`src/rtl/simd_add_pkg.sv`:
```
package simd_add_pkg;
  localparam int SEG_W     = 8;
  localparam int SEG_CNT   = 8;
  localparam int DATA_W    = SEG_W * SEG_CNT;
  localparam int MODE_W    = 2;
  localparam int SEG_IDX_W = $clog2(SEG_CNT);

  typedef struct packed {
    logic               opValid;
    logic               opSub;
    logic [SEG_CNT-1:0] laneStart;
    logic [SEG_CNT-1:0] laneTop;
  } addStrobes_t;
endpackage

```
`src/rtl/simd_add_ctrl.sv`:
```
module simd_add_ctrl
  import simd_add_pkg::*;
(
  input  logic              clk,
  input  logic              rstN,
  input  logic              validIn,
  input  logic              subIn,
  input  logic [MODE_W-1:0] laneMode,
  output addStrobes_t       strobes
);
  logic [SEG_IDX_W:0]   segsPerLane;
  logic [SEG_IDX_W-1:0] laneIdxMask;
  logic [SEG_CNT-1:0]   startVec;
  logic [SEG_CNT-1:0]   topVec;

  always_comb begin
    segsPerLane = (SEG_IDX_W+1)'(SEG_CNT) >> laneMode;
    laneIdxMask = SEG_IDX_W'(segsPerLane - 1'b1);
  end

  for (genvar s = 0; s < SEG_CNT; s++) begin : g_bound
    localparam logic [SEG_IDX_W-1:0] SIDX = SEG_IDX_W'(s);
    assign startVec[s] = ((SIDX & laneIdxMask) == '0);
    assign topVec[s]   = ((SIDX & laneIdxMask) == laneIdxMask);
  end

  always_comb begin
    strobes.opValid   = validIn;
    strobes.opSub     = subIn;
    strobes.laneStart = startVec;
    strobes.laneTop   = topVec;
  end

  // Lowest segment always opens a lane, highest always closes one
  p_low_start_r3: assert property (@(posedge clk) disable iff (!rstN)
    startVec[0] && topVec[SEG_CNT-1]);

  // A lane top is always followed by a lane start
  for (genvar s = 0; s < SEG_CNT-1; s++) begin : g_chk
    p_edge_pair_r3: assert property (@(posedge clk) disable iff (!rstN)
      startVec[s+1] == topVec[s]);
  end

  // Number of lane tops matches the requested lane count
  p_top_count_r5: assert property (@(posedge clk) disable iff (!rstN)
    $countones(topVec) == (1 << laneMode));
endmodule

```
`src/rtl/simd_add_dp.sv`:
```
module simd_add_dp
  import simd_add_pkg::*;
(
  input  logic              clk,
  input  logic              rstN,
  input  addStrobes_t       strobes,
  input  logic [DATA_W-1:0] opA,
  input  logic [DATA_W-1:0] opB,
  output logic [DATA_W-1:0] result,
  output logic [SEG_CNT-1:0] carryFlags,
  output logic              validOut
);
  logic [DATA_W-1:0]  sumWord;
  logic [SEG_CNT-1:0] coutVec;

  for (genvar s = 0; s < SEG_CNT; s++) begin : g_seg
    logic [SEG_W-1:0] aSeg;
    logic [SEG_W-1:0] bSeg;
    logic             segCin;
    logic             segCout;
    assign aSeg = opA[s*SEG_W +: SEG_W];
    assign bSeg = strobes.opSub ? ~opB[s*SEG_W +: SEG_W] : opB[s*SEG_W +: SEG_W];
    if (s == 0) begin : g_first
      assign segCin = strobes.opSub;
    end else begin : g_rest
      assign segCin = strobes.laneStart[s] ? strobes.opSub : g_seg[s-1].segCout;
    end
    assign {segCout, sumWord[s*SEG_W +: SEG_W]} =
      {1'b0, aSeg} + {1'b0, bSeg} + {{SEG_W{1'b0}}, segCin};
    assign coutVec[s] = segCout;
  end

  always_ff @(posedge clk or negedge rstN) begin
    if (!rstN) begin
      result     <= '0;
      carryFlags <= '0;
      validOut   <= 1'b0;
    end else begin
      validOut <= strobes.opValid;
      if (strobes.opValid) begin
        result     <= sumWord;
        carryFlags <= coutVec & strobes.laneTop;
      end
    end
  end

  // validOut follows validIn by one cycle
  p_valid_rise_r6: assert property (@(posedge clk) disable iff (!rstN)
    strobes.opValid |=> validOut);
  p_valid_fall_r6: assert property (@(posedge clk) disable iff (!rstN)
    !strobes.opValid |=> !validOut);

  // Idle edge keeps result and flags
  p_hold_r7: assert property (@(posedge clk) disable iff (!rstN)
    !strobes.opValid |=> ($stable(result) && $stable(carryFlags)));

  // x - x is zero in every lane with a carry at each lane top
  p_self_sub_r4: assert property (@(posedge clk) disable iff (!rstN)
    (strobes.opValid && strobes.opSub && opA == opB)
      |=> (result == '0 && carryFlags == $past(strobes.laneTop)));

  // Adding zero returns A unchanged with no carries
  p_add_zero_r3: assert property (@(posedge clk) disable iff (!rstN)
    (strobes.opValid && !strobes.opSub && opB == '0)
      |=> (result == $past(opA) && carryFlags == '0));
endmodule

```
`src/rtl/simd_add_unit.sv`:
```
module simd_add_unit
  import simd_add_pkg::*;
(
  input  logic               clk,
  input  logic               rstN,
  input  logic               validIn,
  input  logic               subIn,
  input  logic [MODE_W-1:0]  laneMode,
  input  logic [DATA_W-1:0]  opA,
  input  logic [DATA_W-1:0]  opB,
  output logic [DATA_W-1:0]  result,
  output logic [SEG_CNT-1:0] carryFlags,
  output logic               validOut
);
  addStrobes_t strobes;

  simd_add_ctrl u_ctrl (
    .clk      (clk),
    .rstN     (rstN),
    .validIn  (validIn),
    .subIn    (subIn),
    .laneMode (laneMode),
    .strobes  (strobes)
  );

  simd_add_dp u_dp (
    .clk        (clk),
    .rstN       (rstN),
    .strobes    (strobes),
    .opA        (opA),
    .opB        (opB),
    .result     (result),
    .carryFlags (carryFlags),
    .validOut   (validOut)
  );
endmodule

```
`config.mk`:
```
export PLATFORM = sky130hd
export DESIGN_NAME = simd_add_unit
export DESIGN_NICKNAME = d
export VERILOG_FILES = /design/src/rtl/simd_add_pkg.sv /design/src/rtl/simd_add_ctrl.sv /design/src/rtl/simd_add_dp.sv /design/src/rtl/simd_add_unit.sv
export SDC_FILE = /design/constraint.sdc
export NUM_CORES = 1
export LEC_CHECK = 0
export ABC_AREA = 1
export BUFFER_PORTS_ARGS = -buffer_cell sky130_fd_sc_hd__buf_4
export CAP_MARGIN = 10
export CELL_PAD_IN_SITES_DETAIL_PLACEMENT = 1
export CELL_PAD_IN_SITES_GLOBAL_PLACEMENT = 2
export CORE_MARGIN = 10
export CORE_UTILIZATION = 29
export CTS_BUF_LIST = sky130_fd_sc_hd__clkbuf_2
export DETAILED_ROUTE_END_ITERATION = 8
export PLACE_DENSITY = 0.84
export SYNTH_ARGS = -nofsm -noshare
export SYNTH_HDL_FRONTEND = slang
export SYNTH_SLANG_ARGS = --single-unit
```
`constraint.sdc`:
```
create_clock -name clk -period 0.85 [get_ports clk]
set_clock_uncertainty 0.05 [all_clocks]
set_input_delay 0.085 -clock clk [delete_from_list [all_inputs] [get_ports clk]]
set_output_delay 0.085 -clock clk [all_outputs]
set_load 0.03 [all_outputs]
```
==> summary.txt <==
Synth Cell Area - 0.00603 sq mm
Routed vias/inst - 4.51
# clock sinks - 73
RePlAce Congestion - 0.856
Setup TNS - -330.78 ns
Layout cell share with drive strength beyond 1 - 45.9%
Area growth syn-to-layout - 70.9%
Post-Layout Cell Count - 1,456
Kind of critical path - input pin to flip-flop
Net Count, Synth - 994
CP max stage delay - 0.39 ns
Slowest-stage cell, CP - fa_2
CTS Buf Count - 9
CTS root buf - clkbuf_2
WL met3 - 1650 um
Placed cell count - 1,370
Drt drc - 0
Fin nets - 1,386
WL per Instance - 16.6 um
Unrepaired setup endpoints after global routing - yes
Outcome - complete, but fails checks
Top post-synthesis cells by area - dfrtp_1 (30%), nand2_1 (17%), ha_1 (12%)
Multi-input gate area - 0.00425 sq mm
Fin util - 50.6%
First-pass GRT wire length - 36,900 um
CTS Buffer Depth - 2
Seq/Total Area, Yosys - 30.3%
H-tree Lvls - 3
Startpoint class of the critical path - input pin
Drt pass-1 iters - 4
Synth area leader - dfrtp_1
Slew @ Worst Pin - 0.726 ns
Setup violations, final - 142
Relative slew margins - 51.6%
Initial drt markers - 207
WP data arrival - 9.56 ns
Post-route setup slack - -8.26 ns
Die area - 0.0270 sq mm
Starting Density - 29.6%
Fin. max-slew vios - 0
Top Metal Used - met4
Final wirelength - 24,200 um
Total track usage - 17.2%
Violated checks - negative hold slack, negative setup slack
Register area - 0.00183 sq mm
HP Class - input pin to flip-flop
Gate Count Post-Synth - 789
Avg Inst Size Synth - 7.65 sq um
Initial antenna violation count - 0
Clock Latency Late Sink - 0.58 ns
# rows - 52
Post-DP HPWL - 18,800 um
PortBufs - 206
Clock Pin Slew Worst Setup and Hold Paths - 0.24 ns
Die H - 164 um
Core area - 0.0204 sq mm
DR vias - 6,568
LEAKAGE - 5.50 nW
Max Clk Rate - 110 MHz
Antenna Nets Post-Route - 0
GRT Residual Overflow - 0
Largest net degree at the start of global routing - 42
Met2 wire len - 12,200 um
CP max FO - 7
Vias in the first global route - 7,028
Yosys top cell area share - 30.3%
Worst Path Required - 1.30 ns
Antenna cells - 0
Fillers - 2,494
CP Capture Type - flip-flop
Hold Violations, Final - 61
Peak VDD IR - 0.000969 V
Die X - 164 um
PwrDens - 1750 mW/mm^2
Post-layout min period - 9.11 ns
Yosys reg bits - 73
IO Count - 207
Most frequent CP cell - nand2_2
Final cycle utilization of the critical path - 1070%
Yosys warns - 0
Metal-1 WL - 9910 um
Distinct cells, synth - 28
CTS tree - yes
Min Hold Slack - -0.143 ns
Number of max-cap violations - 0
## routing by layer
layer | up-vias | track usage, %
li1 | 3303 | -
met1 | 3104 | 20.1
met2 | 138 | 30.2
met3 | 23 | 5.53
met4 | 0 | 3.45
met5 | - | 0
## critical path: cells and delay by family
family,cells,cell delay (ns)
AO/OA/AOI/OAI,8,1.10
XOR/XNOR,2,0.26
adder cells (fa/ha/maj),15,5.02
buffers and inverters,4,0.38
AND/OR/NAND/NOR,37,2.65
## through the flow
| step | instance area [sq um] | hold slack (ns) | setup WS, ns | total power [mW] |
|---|---|---|---|---|
| 2_1_floorplan | 6130 | -0.261 | -8.42 | 9.64 |
| 3_3_place_gp | 8910 | -0.0864 | -8.85 | 13.5 |
| 3_5_place_dp | 8910 | -0.0826 | -9.24 | 13.6 |
| 4_1_cts | 9620 | -0.214 | -8.20 | 17.1 |
| 5_1_grt | 10300 | -0.236 | -8.86 | 19.4 |
| 6_report | 10300 | -0.143 | -8.26 | 18.0 |
## cell usage in the layout (no fill, tap or decap), types with 7 or more instances in the layout
cell type,count
nand2_1,229
clkbuf_2,9
nand3b_1,20
fa_2,15
xnor2_1,19
a21oi_1,34
nand2_2,46
nor2_1,29
buf_4,298
xnor2_2,9
buf_12,8
nand3_2,14
o21ai_2,12
nand3_1,24
dfrtp_1,73
buf_6,90
a21o_1,7
o21ai_4,8
ha_1,56
xor2_1,51
o21ai_1,21
inv_2,9
inv_1,60
## layout make-up
cell class | count | area share [%]
well taps | 270 | 3.28
multi-input cells | 623 | 41.2
inverters | 71 | 2.62
flip-flops and latches | 73 | 17.7
clock buffers | 9 | 0.437
repair buffers | 403 | 33.8
clock inverters | 7 | 0.922
## power by group
part / total [mW] / internal [mW] / switching [mW]
clock network: 2.47 / 0.971 / 1.49
registers: 4.82 / 4.22 / 0.594
logic: 10.7 / 5.26 / 5.48
## cells in the mapped netlist
| cell | count |
|---|---|
| inv_2 | 8 |
| nand3_2 | 1 |
| a31oi_1 | 7 |
| a21o_1 | 7 |
| nand2_2 | 2 |
| fa_1 | 15 |
| a21oi_1 | 35 |
| buf_2 | 10 |
| o21ai_1 | 23 |
| nor2_1 | 33 |
| buf_1 | 2 |
| nand3b_1 | 20 |
| inv_1 | 63 |
| o21ai_0 | 11 |
| o21ai_2 | 11 |
| ha_1 | 56 |
| a211oi_1 | 1 |
| xor2_1 | 51 |
| clkbuf_1 | 1 |
| o21bai_1 | 1 |
| xnor2_1 | 28 |
| clkbuf_2 | 1 |
| nand3_1 | 38 |
| or2_2 | 6 |
| dfrtp_1 | 73 |
| nand4_1 | 1 |
| nand2_1 | 276 |
| buf_4 | 8 |
## cell families (layout without fill, tap and decap cells)
family | count (synthesis) | count (layout) | synth area share (%)
flops | 73 | 73 | 30.3
xor+xnor | 79 | 79 | 11.5
buf+inv | 93 | 490 | 6.51
simple gates | 377 | 377 | 26.0
fa+ha+maj | 71 | 71 | 16.6
compound gates | 96 | 96 | 9.17
## final timing paths
kind | slack (ns) | cells past startpoint | to | from
min in group asynchronous | 0.35 | 3 | u_dp.result[24]$_DFFE_PN0P_ | rstN
max reg2reg | -0.02 | 3 | u_dp.result[42]$_DFFE_PN0P_ | u_dp.result[42]$_DFFE_PN0P_
min reg2reg | 0.48 | 2 | u_dp.result[5]$_DFFE_PN0P_ | u_dp.result[5]$_DFFE_PN0P_
max in group asynchronous | 0.01 | 4 | u_dp.result[37]$_DFFE_PN0P_ | rstN
max | -8.26 | 66 | u_dp.result[60]$_DFFE_PN0P_ | subIn
min | -0.14 | 4 | u_dp.result[57]$_DFFE_PN0P_ | opA[57]
## sequential cells by signal, summed over array words and instances (netlist names)
name,count
u_dp.validOut,1
u_dp.carryFlags,8
u_dp.result,64
## what timing repair did
action / 4_1_cts / 5_1_grt
hold buffers: 5 / 2
pin swaps: 13 / 48
setup endpoints to repair: 140 / 158
endpoints found under the hold margin: 146 / 73
resized for setup: 84 / 104
buffers inserted: 26 / 50
Note: power is estimated with default switching activity, not from simulation.
